## config.mk

```make
export PLATFORM = sky130hd
export DESIGN_NAME = bitcount_alu
export DESIGN_NICKNAME = d
export VERILOG_FILES = /design/src/rtl/bitcount_alu_pkg.sv /design/src/rtl/bitcount_alu_ctrl.sv /design/src/rtl/bitcount_alu_rng.sv /design/src/rtl/bitcount_alu_dp.sv /design/src/rtl/bitcount_alu.sv
export SDC_FILE = /design/constraint.sdc
export NUM_CORES = 2
export LEC_CHECK = 0
export ABC_AREA = 1
export ABC_CLOCK_PERIOD_IN_PS = 36800
export BUFFER_PORTS_ARGS = -buffer_cell sky130_fd_sc_hd__buf_2
export CAP_MARGIN = 20
export CORE_UTILIZATION = 45
export DETAILED_ROUTE_END_ITERATION = 12
export GPL_TIMING_DRIVEN = 0
export PLACE_DENSITY_LB_ADDON = 0.12
export REMOVE_ABC_BUFFERS = 1
export SLEW_MARGIN = 5
export SYNTH_ARGS = -nofsm -noshare
export SYNTH_HDL_FRONTEND = slang
export SYNTH_SLANG_ARGS = --single-unit
```

## constraint.sdc

```tcl
create_clock -name clk -period 36.8 [get_ports clk]
set_input_delay 7.36 -clock clk [delete_from_list [all_inputs] [get_ports clk]]
set_output_delay 7.36 -clock clk [all_outputs]
set_load 0.03 [all_outputs]
```

## src/rtl/bitcount_alu_pkg.sv

```systemverilog
package bitcount_alu_pkg;

  localparam int OP_W  = 4;
  localparam int LOP_W = 2;

  typedef enum logic [OP_W-1:0] {
    OP_ADD   = 4'd0,
    OP_SUB   = 4'd1,
    OP_SHR   = 4'd2,
    OP_SHL   = 4'd3,
    OP_ROR   = 4'd4,
    OP_ROL   = 4'd5,
    OP_ONES  = 4'd6,
    OP_ZEROS = 4'd7,
    OP_CHG   = 4'd8,
    OP_RAND  = 4'd9,
    OP_MUL   = 4'd10
  } arithOp_e;

  typedef enum logic [LOP_W-1:0] {
    LOP_OR  = 2'd0,
    LOP_AND = 2'd1,
    LOP_XOR = 2'd2,
    LOP_NOT = 2'd3
  } logicOp_e;

  // One-hot result selects plus side controls, control -> datapath
  typedef struct packed {
    logic doAdd;
    logic doSub;
    logic doShr;
    logic doShl;
    logic doRor;
    logic doRol;
    logic doOnes;
    logic doZeros;
    logic doChg;
    logic doRand;
    logic doMul;
    logic doOr;
    logic doAnd;
    logic doXor;
    logic doNot;
    logic useImm;
    logic stepRng;
  } aluStrobes_t;

endpackage

```

## src/rtl/bitcount_alu_ctrl.sv

```systemverilog
module bitcount_alu_ctrl
  import bitcount_alu_pkg::*;
#(
  parameter bit MUL_EN = 1'b1
) (
  input  logic             issue,
  input  logic             isLogic,
  input  logic [OP_W-1:0]  aluOp,
  input  logic [LOP_W-1:0] logicOp,
  input  logic             useImm,
  output aluStrobes_t      strb
);

  always_comb begin
    strb        = '0;
    strb.useImm = useImm;
    if (isLogic) begin
      case (logicOp)
        LOP_OR:  strb.doOr  = 1'b1;
        LOP_AND: strb.doAnd = 1'b1;
        LOP_XOR: strb.doXor = 1'b1;
        default: strb.doNot = 1'b1;
      endcase
    end else begin
      case (aluOp)
        OP_ADD:   strb.doAdd   = 1'b1;
        OP_SUB:   strb.doSub   = 1'b1;
        OP_SHR:   strb.doShr   = 1'b1;
        OP_SHL:   strb.doShl   = 1'b1;
        OP_ROR:   strb.doRor   = 1'b1;
        OP_ROL:   strb.doRol   = 1'b1;
        OP_ONES:  strb.doOnes  = 1'b1;
        OP_ZEROS: strb.doZeros = 1'b1;
        OP_CHG:   strb.doChg   = 1'b1;
        OP_RAND: begin
          strb.doRand  = 1'b1;
          strb.stepRng = issue;
        end
        OP_MUL:   strb.doMul   = MUL_EN;
        default:  ;
      endcase
    end
  end

endmodule

```

## src/rtl/bitcount_alu_rng.sv

```systemverilog
module bitcount_alu_rng #(
  parameter int           W    = 32,
  parameter logic [W-1:0] TAPS = 32'h80200003,
  parameter logic [W-1:0] SEED = 32'h00000001
) (
  input  logic         clk,
  input  logic         rstN,
  input  logic         step,
  output logic [W-1:0] state
);

  logic [W-1:0] nextState;

  // Galois form: shift toward bit 0, fold the tap mask in when bit 0 leaves
  always_comb begin
    nextState = state >> 1;
    if (state[0]) nextState = nextState ^ TAPS;
  end

  always_ff @(posedge clk or negedge rstN) begin
    if (!rstN)     state <= SEED;
    else if (step) state <= nextState;
  end

endmodule

```

## src/rtl/bitcount_alu_dp.sv

```systemverilog
module bitcount_alu_dp
  import bitcount_alu_pkg::*;
#(
  parameter int W      = 32,
  parameter int IMM_W  = 16,
  parameter bit MUL_EN = 1'b1
) (
  input  aluStrobes_t      strb,
  input  logic [W-1:0]     opA,
  input  logic [W-1:0]     regB,
  input  logic [IMM_W-1:0] imm,
  input  logic [W-1:0]     rngVal,
  output logic [W-1:0]     result,
  output logic             carry
);

  localparam int SHW   = $clog2(W);
  localparam int CNT_W = $clog2(W + 1);

  function automatic logic [CNT_W-1:0] popCount(input logic [W-1:0] v);
    logic [CNT_W-1:0] acc;
    acc = '0;
    for (int i = 0; i < W; i++) acc = acc + CNT_W'(v[i]);
    return acc;
  endfunction

  logic [W-1:0]     bEff;
  logic [W:0]       addFull, subFull;
  logic [SHW-1:0]   shAmt;
  logic [2*W-1:0]   dblA, rorWide, rolWide;
  logic [W-1:0]     edgeBits;
  logic [CNT_W-1:0] onesCnt, zerosCnt, chgCnt;
  logic [W-1:0]     mulRes;

  assign bEff    = strb.useImm ? {{(W-IMM_W){1'b0}}, imm} : regB;
  assign addFull = {1'b0, opA} + {1'b0, bEff};
  assign subFull = {1'b0, opA} - {1'b0, bEff};
  assign shAmt   = bEff[SHW-1:0];
  assign dblA    = {opA, opA};
  assign rorWide = dblA >> shAmt;
  assign rolWide = dblA << shAmt;

  // neighbour differences, top position masked out (it has no upper neighbour)
  assign edgeBits = (opA ^ (opA >> 1)) & {1'b0, {(W-1){1'b1}}};
  assign onesCnt  = popCount(opA);
  assign zerosCnt = CNT_W'(W) - onesCnt;
  assign chgCnt   = popCount(edgeBits);

  generate
    if (MUL_EN) begin : g_mul
      assign mulRes = opA * bEff;
    end else begin : g_nomul
      assign mulRes = '0;
    end
  endgenerate

  // one-hot AND-OR result mux
  always_comb begin
    result = ({W{strb.doAdd}}   & addFull[W-1:0])
           | ({W{strb.doSub}}   & subFull[W-1:0])
           | ({W{strb.doShr}}   & (opA >> shAmt))
           | ({W{strb.doShl}}   & (opA << shAmt))
           | ({W{strb.doRor}}   & rorWide[W-1:0])
           | ({W{strb.doRol}}   & rolWide[2*W-1:W])
           | ({W{strb.doOnes}}  & {{(W-CNT_W){1'b0}}, onesCnt})
           | ({W{strb.doZeros}} & {{(W-CNT_W){1'b0}}, zerosCnt})
           | ({W{strb.doChg}}   & {{(W-CNT_W){1'b0}}, chgCnt})
           | ({W{strb.doRand}}  & rngVal)
           | ({W{strb.doMul}}   & mulRes)
           | ({W{strb.doOr}}    & (opA | bEff))
           | ({W{strb.doAnd}}   & (opA & bEff))
           | ({W{strb.doXor}}   & (opA ^ bEff))
           | ({W{strb.doNot}}   & ~opA);
    carry  = (strb.doAdd & addFull[W]) | (strb.doSub & subFull[W]);
  end

endmodule

```

## src/rtl/bitcount_alu.sv

```systemverilog
module bitcount_alu
  import bitcount_alu_pkg::*;
#(
  parameter int W      = 32,
  parameter int IMM_W  = 16,
  parameter bit MUL_EN = 1'b1
) (
  input  logic             clk,
  input  logic             rstN,
  input  logic             issue,
  input  logic             isLogic,
  input  logic [OP_W-1:0]  aluOp,
  input  logic [LOP_W-1:0] logicOp,
  input  logic             useImm,
  input  logic [W-1:0]     opA,
  input  logic [W-1:0]     regB,
  input  logic [IMM_W-1:0] imm,
  output logic [W-1:0]     result,
  output logic             carry
);

  aluStrobes_t  strb;
  logic [W-1:0] rngState;

  bitcount_alu_ctrl #(.MUL_EN(MUL_EN)) ctrl_i (
    .issue   (issue),
    .isLogic (isLogic),
    .aluOp   (aluOp),
    .logicOp (logicOp),
    .useImm  (useImm),
    .strb    (strb)
  );

  bitcount_alu_rng #(.W(W)) rng_i (
    .clk   (clk),
    .rstN  (rstN),
    .step  (strb.stepRng),
    .state (rngState)
  );

  bitcount_alu_dp #(.W(W), .IMM_W(IMM_W), .MUL_EN(MUL_EN)) dp_i (
    .strb   (strb),
    .opA    (opA),
    .regB   (regB),
    .imm    (imm),
    .rngVal (rngState),
    .result (result),
    .carry  (carry)
  );

endmodule

```

==> flow_metrics.env <==
export IMPL_status="finished, final reports clean"
export IMPL_worst_pin_slew_ns=1.24
export IMPL_ant_nets=0
export IMPL_dieWidth_um=259
export IMPL_gp_congestion=1.02
export IMPL_rsz0062_at_grt="no"
export IMPL_finalWirelength_um=148000
export IMPL_drive_gt1_share_pct=6.23
export IMPL_synthAdderAreaFrac_pct=40.9
export IMPL_avgSynthCellArea_um2=6.61
export IMPL_clk_pin_slew_ns=0.06
export IMPL_clk_latency_ns=0.31
export IMPL_syn_area_mm2=0.0297
export IMPL_postCtsHoldBufs=0
export IMPL_core_area_mm2=0.0648
export IMPL_regMostFlops="rng_i.state"
export IMPL_whs_ns=0.491
export IMPL_wl_per_cell_um=27.8
export IMPL_ys_ff_latch=32
export IMPL_finalSetupViolations=0
export IMPL_fin_crit_sh_pct=66.7
export IMPL_hold_path_class="register to register"
export IMPL_synth_top_family_by_area="adder cells"
export IMPL_final_util_pct=48.4
export IMPL_max_freq_mhz=40.8
export IMPL_worstSetupEndpointType="output port"
export IMPL_area_growth_pct=5.59
export IMPL_multi_input_area_mm2=0.0249
export IMPL_regArea_um2=802
export IMPL_critPathMostFrequentCell="fa_1"
export IMPL_arrival_ns=17.17
export IMPL_ys_flop_type="dfrtp_1"
export IMPL_synthSimpleGateAreaFrac_pct=26.5
export IMPL_fin_worst_skew_ns=0.00776
export IMPL_synth_edf_count=0
export IMPL_largest_reg_flops=32
export IMPL_cts_made_buffers=5
export IMPL_drcViolationCount=0
export IMPL_synth_yosys_seq_area_share_pct=2.70
export IMPL_cp_slowest_cell="inv_1"
export IMPL_synth_cell_type_count=62
export IMPL_grt_pass1_wl_um=209000
export IMPL_vias=31436
export IMPL_regToRegSetupSlack_ns=35.78
export IMPL_synth_compound_area_share_pct=14.4
export IMPL_initialDrtViolationCount=3719
export IMPL_synth_xor_area_share_pct=1.53
export IMPL_grt_max_degree=107
export IMPL_drt_first_pass_iters=8
export IMPL_port_buffers=123
export IMPL_maxCapViolCount=0
export IMPL_cts_tree="yes"
export IMPL_dp_cells=5289
export IMPL_slew_headroom_pct=17.0
export IMPL_stdcell_count=5299
export IMPL_fp_dieH_um=259
export IMPL_rows=93
export IMPL_synthArstFlopShare_pct=100
export IMPL_hold_violations=0
export IMPL_start_util_pct=45.8
export IMPL_postCtsSetupBuffers=0
export IMPL_h_tree_depth=2
export IMPL_cts_sinks=32
export IMPL_die_area_mm2=0.0670
export IMPL_critPathMaxFanout=42
export IMPL_period_minus_slack_ns=24.53
export IMPL_ctsRootBufferMaster="clkbuf_16"
export IMPL_fill_cells=6862
export IMPL_slew_violations=0
export IMPL_grt_pass1_vias=29909
export IMPL_reg_top3="rng_i.state x32"
export IMPL_nets=5229
export IMPL_path_class="input pin to output port"
export IMPL_cts_resized=0
export IMPL_synth_warnings=0
export IMPL_ios=124
export IMPL_crit_required_ns=29.44
export IMPL_crit_path_start_kind="input pin"
export IMPL_netlist_instances=4489
export IMPL_dp_hpwl_um=116000
export IMPL_muxShareOfSynthArea_pct=0.371
export IMPL_slowest_delay_ns=0.83
export IMPL_globalRouteTotalUtil_pct=43.9
export IMPL_viasPerCell=5.93
export IMPL_antenna_found_initial=4
export IMPL_setup_tns_ns=0
export IMPL_cts_path_max_buffers=2
export IMPL_overflow=0
per-stage QoR:
stage | area, µm² | setup slack (ns)
after detailed placement | 31200 | 12.58
after CTS | 31300 | 12.56
after floorplan | 28700 | 10.55
after global routing | 31300 | 12.10
after global placement | 30400 | 4.60
final | 31400 | 12.27
path summary, 6_finish.rpt:
kind	start	end	cells after the start
setup / recovery	useImm	result[29]	30
hold / removal	rng_i.state[20]	rng_i.state[19]	2
setup reg to reg	rng_i.state[0]	rng_i.state[1]	3
hold reg to reg	rng_i.state[20]	rng_i.state[19]	2
max in group asynchronous	rstN	rng_i.state[8]	1
min in group asynchronous	rstN	rng_i.state[27]	1
worst max-delay path: cells and delay by family:
kind	cells	cell delay (ns)
adder cells (fa/ha/maj)	9	4.19
AND/OR/NAND/NOR	7	1.97
AO/OA/AOI/OAI	5	1.14
buffers and inverters	9	2.42
kinds of logic after synthesis:
kind of cell,Yosys count
XOR/XNOR,52
AND/OR/NAND/NOR,1927
multiplexers,11
adder cells (fa/ha/maj),696
buffers and inverters,1022
AO/OA/AOI/OAI,749
flip-flops,32
metal layers:
| layer | part of all wire (%) | up-vias | GRT usage, % | routed length (µm) |
|---|---|---|---|---|
| met1 | 39 | 15283 | 57.8 | 57800 |
| met5 | 0.016 | - | 0 | 23 |
| met2 | 42 | 1863 | 65.6 | 62500 |
| met3 | 11 | 374 | 10.2 | 16600 |
| li1 | - | 13912 | - | - |
| met4 | 7.2 | 4 | 25.9 | 10600 |
area by class of cell:
cell class                      count  area share (%)
Antenna cell                        1         0.00798
Clock buffer                        6           0.411
Clock inverter                      2           0.112
Inverter                          813            9.80
Multi-Input combinational cell   3435            79.5
Sequential cell                    32            2.56
Tap cell                          855            3.41
Timing Repair Buffer              155            4.22
synth_stat cells, drive strengths merged, types with 28 or more instances:
cell    number  area [µm²]
nand2     1077        4140
inv        805        3030
nor2       528        2000
fa         457        9150
o21ai      396        2110
ha         239        2990
nand3      205        1030
a21oi      188         948
clkbuf     122         458
buf         87         508
nand4       49         307
o22ai       40         250
dfrtp       31         776
nor3        28         145
o211ai      28         220
xnor2       28         245
cell usage in the layout, fill, tap and decap left out, types with 9 or more instances in the layout:
cell      instances
a211oi_1         20
a21o_1           10
a21oi_1         186
a31oi_1          12
buf_12            9
buf_16           16
buf_2           123
dfrtp_1          31
fa_1            457
ha_1            239
inv_1           783
inv_2            18
mux2i_1          11
nand2_1        1053
nand2_2          17
nand3_1         203
nand4_1          49
nor2_1          517
nor3_1           27
o211ai_1         26
o21ai_0         241
o21ai_1         129
o21ai_2          21
o21bai_1         10
o22ai_1          40
or2_2            18
xnor2_1          28
xor2_1           24
Power is left out: the tool's default activity adds up to more than one toggle a clock period on the data nets, which glitch-free logic cannot reach.
